===== config.mk =====
export PLATFORM = sky130hd
export DESIGN_NAME = ais_window_detector
export DESIGN_NICKNAME = d
export VERILOG_FILES = /design/src/rtl/ais_pkg.sv /design/src/rtl/ais_window_timer.sv /design/src/rtl/ais_zero_tally.sv /design/src/rtl/ais_alarm_ctrl.sv /design/src/rtl/ais_window_detector.sv
export SDC_FILE = /design/constraint.sdc
export NUM_CORES = 1
export LEC_CHECK = 0
export BUFFER_PORTS_ARGS = -buffer_cell sky130_fd_sc_hd__buf_4
export CORE_MARGIN = 2
export CORE_UTILIZATION = 40
export CTS_BUF_LIST = sky130_fd_sc_hd__clkbuf_16
export CTS_CLUSTER_DIAMETER = 150
export CTS_CLUSTER_SIZE = 25
export DETAILED_ROUTE_END_ITERATION = 8
export PLACE_DENSITY_LB_ADDON = 0.3
export SETUP_SLACK_MARGIN = 0.15
export SLEW_MARGIN = 10
export SYNTH_ARGS = -nofsm -noshare
export SYNTH_HDL_FRONTEND = slang
export SYNTH_SLANG_ARGS = --single-unit

===== constraint.sdc =====
create_clock -name clk -period 1.6 [get_ports clk]
set_input_delay 0.24 -clock clk [delete_from_list [all_inputs] [get_ports clk]]
set_output_delay 0.24 -clock clk [all_outputs]
set_load 0.01 [all_outputs]

===== src/rtl/ais_pkg.sv =====
package ais_pkg;

  // Saturating add of one observed zero to a tally that stops at limit.
  function automatic int tally_next(input int cnt, input bit zero_seen, input int limit);
    int sum;
    sum = cnt + (zero_seen ? 1 : 0);
    return (sum > limit) ? limit : sum;
  endfunction

  // Window decision: alarm is raised only when sync is lost and the
  // zero tally stayed below the limit.
  function automatic bit alarm_decision(input int zeros, input int limit, input bit lost);
    return lost && (zeros < limit);
  endfunction

  // True when the given position is the final slot of a window.
  function automatic bit is_last_slot(input int pos, input int window_len);
    return pos == (window_len - 1);
  endfunction

endpackage


===== src/rtl/ais_window_timer.sv =====
module ais_window_timer #(
  parameter int WINDOW_BITS = 386,
  localparam int WW = (WINDOW_BITS > 1) ? $clog2(WINDOW_BITS) : 1
) (
  input  logic          clk,
  input  logic          rst,
  input  logic          bit_valid,
  output logic [WW-1:0] win_pos,
  output logic          window_end
);
  import ais_pkg::*;

  logic at_last;

  always_comb begin
    at_last    = is_last_slot(int'(win_pos), WINDOW_BITS);
    window_end = bit_valid && at_last;
  end

  always_ff @(posedge clk) begin
    if (rst)
      win_pos <= '0;
    else if (bit_valid)
      win_pos <= at_last ? '0 : win_pos + WW'(1);
  end

  // position never leaves the window
  p_pos_range_r2: assert property (@(posedge clk) disable iff (rst)
    int'(win_pos) < WINDOW_BITS);

  // position frozen without a strobe
  p_pos_frozen_r2: assert property (@(posedge clk) disable iff (rst)
    !bit_valid |=> $stable(win_pos));

  // next window starts right after a boundary
  p_wrap_r2: assert property (@(posedge clk) disable iff (rst)
    window_end |=> win_pos == '0);


  p_reset_pos_r1: assert property (@(posedge clk)
    rst |=> win_pos == '0);

endmodule


===== src/rtl/ais_zero_tally.sv =====
module ais_zero_tally #(
  parameter int ZERO_LIMIT = 3,
  localparam int CW = $clog2(ZERO_LIMIT + 1)
) (
  input  logic          clk,
  input  logic          rst,
  input  logic          bit_valid,
  input  logic          bit_in,
  input  logic          window_end,
  output logic [CW-1:0] tally,
  output logic [CW-1:0] zeros_seen
);
  import ais_pkg::*;

  logic zero_hit;

  always_comb begin
    zero_hit   = bit_valid && !bit_in;
    zeros_seen = CW'(tally_next(int'(tally), zero_hit, ZERO_LIMIT));
  end

  always_ff @(posedge clk) begin
    if (rst || window_end)
      tally <= '0;
    else
      tally <= zeros_seen;
  end

  // saturation bound
  p_tally_sat_r6: assert property (@(posedge clk) disable iff (rst)
    int'(tally) <= ZERO_LIMIT);

  // restart at boundary
  p_tally_restart_r6: assert property (@(posedge clk) disable iff (rst)
    window_end |=> tally == '0);

  // invalid cycles do not count
  p_tally_ignore_r8: assert property (@(posedge clk) disable iff (rst)
    !bit_valid |=> $stable(tally));


  p_reset_tally_r1: assert property (@(posedge clk)
    rst |=> tally == '0);

endmodule


===== src/rtl/ais_alarm_ctrl.sv =====
module ais_alarm_ctrl #(
  parameter int ZERO_LIMIT = 3,
  localparam int CW = $clog2(ZERO_LIMIT + 1)
) (
  input  logic          clk,
  input  logic          rst,
  input  logic          sync_lost,
  input  logic          window_end,
  input  logic [CW-1:0] zeros_seen,
  output logic          alarm
);
  import ais_pkg::*;

  logic decide_set;
  logic sync_ok;

  always_comb begin
    sync_ok    = !sync_lost;
    decide_set = alarm_decision(int'(zeros_seen), ZERO_LIMIT, sync_lost);
  end

  always_ff @(posedge clk) begin
    if (rst || sync_ok)
      alarm <= 1'b0;
    else if (window_end)
      alarm <= decide_set;
  end


  p_set_r3: assert property (@(posedge clk) disable iff (rst)
    (window_end && sync_lost && int'(zeros_seen) < ZERO_LIMIT) |=> alarm);


  p_clear_r4: assert property (@(posedge clk) disable iff (rst)
    (window_end && int'(zeros_seen) >= ZERO_LIMIT) |=> !alarm);


  p_sync_clear_r5: assert property (@(posedge clk) disable iff (rst)
    !sync_lost |=> !alarm);


  p_hold_r7: assert property (@(posedge clk) disable iff (rst)
    (sync_lost && !window_end) |=> alarm == $past(alarm));


  p_reset_alarm_r1: assert property (@(posedge clk)
    rst |=> !alarm);

endmodule


===== src/rtl/ais_window_detector.sv =====
module ais_window_detector #(
  parameter int WINDOW_BITS = 386,
  parameter int ZERO_LIMIT  = 3
) (
  input  logic clk,
  input  logic rst,
  input  logic bit_valid,
  input  logic bit_in,
  input  logic sync_lost,
  output logic alarm
);
  localparam int WW = (WINDOW_BITS > 1) ? $clog2(WINDOW_BITS) : 1;
  localparam int CW = $clog2(ZERO_LIMIT + 1);

  logic [WW-1:0] win_pos;
  logic          window_end;
  logic [CW-1:0] tally;
  logic [CW-1:0] zeros_seen;

  ais_window_timer #(.WINDOW_BITS(WINDOW_BITS)) u_timer (
    .clk(clk), .rst(rst), .bit_valid(bit_valid),
    .win_pos(win_pos), .window_end(window_end)
  );

  ais_zero_tally #(.ZERO_LIMIT(ZERO_LIMIT)) u_tally (
    .clk(clk), .rst(rst), .bit_valid(bit_valid), .bit_in(bit_in),
    .window_end(window_end), .tally(tally), .zeros_seen(zeros_seen)
  );

  ais_alarm_ctrl #(.ZERO_LIMIT(ZERO_LIMIT)) u_ctrl (
    .clk(clk), .rst(rst), .sync_lost(sync_lost),
    .window_end(window_end), .zeros_seen(zeros_seen), .alarm(alarm)
  );

endmodule


# ---- Yosys cells after proc, flatten, opt, wreduce, memory -nomap -nowiden
# Cells that the tools add are included.
dict set report op_classes {
  addsub 2
  n_lt_le_gt_ge 2
  eq_ne 1
  muxes 3
  reduce_logical 7
}
# cell count
set op_table {}
lappend op_table {{$gt A32 B3 Y1 const B} 1}
lappend op_table {{$add A9 B1 Y9 const B} 1}
lappend op_table {{$eq A9 B8 Y1 const B} 1}
lappend op_table {{$mux W9} 1}
lappend op_table {{$add A2 B1 Y3} 1}
lappend op_table {{$logic_and A1 B1 Y1} 3}
lappend op_table {{$logic_not A1 Y1} 2}
lappend op_table {{$logic_or A1 B1 Y1} 2}
lappend op_table {{$lt A2 B2 Y1 const B} 1}
lappend op_table {{$mux W2} 1}
lappend op_table {{$mux W1} 1}
dict set report word_totals {
  reg_bits 12
  inputBits 5
}

# ---- Depth between registers and ports, before layout
dict set report depth {
  ltp_word 8
  mapped_depth 6
  ltp_nobuf 5
}

# ---- Modules after synthesis
# From an unflattened synthesis, not the netlist that was laid out.
dict set report hier_totals {
  cells_unflattened 63
  area_unflattened_um2 584.3
}
# module n_inst cells_per_inst area_each_um2
set modules_own_cells {}
lappend modules_own_cells {ais_window_timer 1 51 455.4}
lappend modules_own_cells {ais_zero_tally 1 8 87.6}
lappend modules_own_cells {ais_alarm_ctrl 1 4 41.3}

# ---- Worst setup path after synthesis
# Ideal clock, no wire load.
dict set report synth_timing {
  path_kind {register to register}
  start {register u_timer.win_pos[0]}
  end {register u_tally.tally[0]}
  setup_time_ps 118
  arrival_ps 1275
  setup_slack_ps 207
  path_stages_with_launch 6
  n_path_buf 1
  path_cell_list {dfxtp_1 ha_1 nand4bb_1 o41ai_2 buf_2 nor2_1}
}
dict set report synth_via {
  elab_chain_len 3
}
# element line
set synth_rtl {}
lappend synth_rtl {{start, declared} ais_window_timer.sv:8} ;# output logic [WW-1:0] win_pos,
lappend synth_rtl {{start signal, assigned} ais_window_timer.sv:24} ;# win_pos <= at_last ? '0 : win_pos + WW'(1);
lappend synth_rtl {{$eq A9 B8 Y1} ais_pkg.sv:18} ;# return pos == (window_len - 1);
lappend synth_rtl {{$logic_and A1 B1 Y1} ais_window_timer.sv:17} ;# window_end = bit_valid && at_last;
lappend synth_rtl {{$logic_or A1 B1 Y1} ais_zero_tally.sv:23} ;# if (rst || window_end)
lappend synth_rtl {{end signal, assigned} ais_zero_tally.sv:26} ;# tally <= zeros_seen;
lappend synth_rtl {{end, declared} ais_zero_tally.sv:10} ;# output logic [CW-1:0] tally,
# Every way passes these cells.
# A chain may end at the register's enable or synchronous reset.

# ---- Final worst setup path
dict set report layout_timing {
  start {register u_timer.win_pos[1]}
  end {register u_timer.win_pos[8]}
}
dict set report layout_via {
  elab_chain_len 2
}
# element line
set layout_rtl {}
lappend layout_rtl {{$add A9 B1 Y9 / $eq A9 B8 Y1 (equally long branches)} {ais_window_timer.sv:24, ais_pkg.sv:18}}
lappend layout_rtl {{$mux W9 *} ais_window_timer.sv:24}
# Every way passes the cells marked *; elsewhere a longest branch is shown, timed or not.

==> parameters.txt <==
Parameter                              Value

Status
  Status    finished, final reports clean

Clock network
  Worst-case clock buffer depth    2
  Clock slew at reported path FFs    40 ps
  CTS tree    built
  TritonCTS Buffers    3
  CTS root buf    clkbuf_16
  H-tree depth reported by CTS    1
  Clock latency at the later pin of the worst-skew pair    240 ps
  # Post-CTS Setup Buffers    0
  CTS Sinks    12

STA
  Setup violators final    0
  Final slew viol count    0
  Minimum clock period    1382 ps
  Post-route setup TNS    0 ps
  Worst setup skew after layout    1.154 ps
  Worst slew margin relative to its limit    75.91%
  Number of hold-slack violations in the final timing report    0
  Actual transition at the worst max-transition pin    358.0 ps
  Setup repair after global routing missed its margin    no
  Timing-limited maximum frequency    723.5 MHz
  Final clock period utilization by the worst path    86.39%

Critical path
  Number of logic stages on the critical path including buffering    4
  Capturing element type of the critical path    register
  Critical path class    reg2reg
  Buffering stage count on the worst path with inverters included    0
  Largest fanout on the critical path    6
  Path depth of the worst reg2reg path    4
  Worst flop-to-flop path startpoint    u_timer.win_pos[1]
  Arrival time of data at the critical path endpoint    1560 ps
  End point of the critical path    u_timer.win_pos[8]
  First element of the critical path    u_timer.win_pos[1]
  Slowest-stage cell, CP    or4_4
  Setup slack, reg-to-reg    220 ps
  R2R Path End    u_timer.win_pos[8]
  Category of cells accounting for the largest share of critical-path delay    simple AND/OR/NAND/NOR gates
  Worst path cell trace    ha_2, nand2_1, or4_4, a21oi_2
  Critical path launch point type    register
  Required time of the worst setup path    1780 ps
  Worst stage delay on the critical path    500 ps

Yosys
  Most common flop cell mapped by yosys    dfxtp_1
  Cell Area, Synth    585.6 um^2
  Cells after Synth    63
  Number of flip-flops and latches in the synthesized netlist    12
  Area contributors post-synth    dfxtp_1 41%, ha_1 6.4%, nor2_1 5.1%
  Fraction of synthesized cell area taken by the top area cell type    41.03%
  Avg Inst Size Synth    9.295 um^2
  Async SR Flop Fraction    0%
  Post-Synthesis Net Count    71
  Sequential element share of the synthesized area    41.03%
  Cell type with the highest aggregate area in the netlist    dfxtp_1
  Number of unique standard cell types used by synthesis    24
  Number of synthesis warnings    0
  Count of flip-flops with a built-in enable after synthesis    0

Floorplan
  Area of the die    1786 um^2
  Width of the chip    42.26 um
  Count of standard-cell rows    13
  Core Area    1334 um^2
  Initial core utilization    43.90%
  Number of top-level pins    6
  Die Ht    42.26 um

GRT
  Global-route wire length before repair    1800 um
  Largest net degree at the start of global routing    12
  Combined global-route utilization of all metal layers    14.39%
  Initial antenna violation count    0
  Global route overflow    0
  Vias in the first global route    415

Detailed routing
  Total via count after detailed routing    459
  Final routed DRC violation total    0
  Drt initial violations    3
  Router iterations before antenna repair    4
  DRT antenna net count    0
  Average wire per cell in the routed design    12.35 um
  Overall routed net length    1062 um
  Per-cell via count in the routed design    5.337

Cells and area
  Final design utilization    54.41%
  Antenna diode count    0
  Number of nets at the end of the flow    80
  Area Overhead vs Synth    23.93%
  Ratio of cells with drive above 1 in the final layout    26.76%
  Layout Cells excl Fill    86
  Final design instance area without fill    725.7 um^2

Place
  Number of buffer cells added on primary ports    5
  Placed cell area    639.4 um^2
  Estimated wirelength of the detail-placed design    736.5 um
  Number of cells in the design after placement    82
  Routability-driven placement congestion ratio    0.7615

Power and ir drop
  Total design power    820.3 uW
  Maximum vdd drop    0.6115 mV
  Leak pwr    0.2620 nW
  PD cells    1130 nW/um^2

Run
  Total of max-cap violations    0

Worst hold path
  Worst min path class    in2reg
  Hold Crit Start    bit_valid
[repair_timing]
action                                  in CTS  in global routing
endpoints found under the setup margin       1                  1
hold buffers                                 0                  0
cloned                                       0                  0
resized for setup                            3                  1
[layout make-up]
| type | instances | area (um^2) |
|---|---|---|
| clock inverter | 1 | 3.754 |
| multi-input combinational | 47 | 330.3 |
| sequential | 12 | 245.2 |
| timing repair buffer | 6 | 45.04 |
| fill | 117 | 608.1 |
| clock buffer | 3 | 75.07 |
| inverter | 2 | 7.507 |
| tap | 15 | 18.77 |
[state kept, by name, summed over array words and instances (netlist names)]
| name | cells |
|---|---|
| u_ctrl.alarm | 1 |
| u_timer.win_pos | 9 |
| u_tally.tally | 2 |
[worst reg2reg max path, stage by stage, from the launching register on]
cell and delay [ps]:
dfxtp_2 370, ha_2 210, nand2_1 110, or4_4 500, a21oi_2 130
[power breakdown]
| part | switching, mW | internal, mW |
|---|---|---|
| clock | 0.124 | 0.328 |
| combinational | 0.0240 | 0.0232 |
| sequential | 0.0110 | 0.310 |
| total | 0.159 | 0.662 |
[synth_stat cells, types with 2 or more instances]
master    n
inv_1     2
nor2_1    8
nand2_1   5
a21oi_1   4
nand4_1   4
dfxtp_1  12
o21ai_0   4
buf_2     2
ha_1      3
xor2_1    3
or3_2     3
[logic make-up after synthesis]
logic type	count (synthesis)	share of synthesized area (%)
fa+ha+maj	3	6.411
xor+xnor	4	5.984
flops	12	41.03
buf+inv	4	2.992
compound gates	12	13.68
simple gates	27	28.21
mux	1	1.709
[layer usage]
| layer | up-vias | wire [um] | GRT usage, % |
|---|---|---|---|
| li1 | 246 | - | - |
| met1 | 202 | 493 | 16.89 |
| met2 | 6 | 491 | 20.00 |
| met3 | 5 | 49 | 7.759 |
| met4 | 0 | 28 | 9.375 |
| met5 | - | 0 | 0 |
[placed cells by master, fill, tap and decap left out]
cell,count
clkinv_1,1
o21ai_0,4
nand3_1,1
a21oi_1,4
inv_1,2
buf_4,6
nand4_4,1
nor4_1,1
nand2_1,5
ha_2,1
xor2_1,3
nor2b_1,1
dfxtp_4,1
xnor2_1,1
or3_2,3
dfxtp_2,1
or4_4,1
o31ai_1,1
dfxtp_1,10
nand4bb_1,1
nand4_1,4
nor2_1,8
a211oi_1,1
ha_1,2
mux2i_1,1
clkbuf_16,3
nand3b_1,1
a21oi_2,1
o41ai_2,1
[how the worst min path moves through the flow]
| stage | slack (ps) | cells past startpoint | endpoint |
|---|---|---|---|
| after floorplan | 400 | 2 | u_ctrl.alarm |
| after global placement | 460 | 2 | u_ctrl.alarm |
| after detailed placement | 470 | 2 | u_ctrl.alarm |
| after CTS | 270 | 2 | u_timer.win_pos[1] |
| after global routing | 280 | 2 | u_timer.win_pos[1] |
| final | 270 | 2 | u_timer.win_pos[1] |
[metrics by stage]
stage	setup slack (ps)	hold WS, ps
floorplan	207.2	396.2
global placement	163.3	459.4
detailed placement	148.5	472.4
CTS	206.2	268.9
global route	162.5	281.4
finish	217.8	269.7
Power figures use the tool's default switching activity.
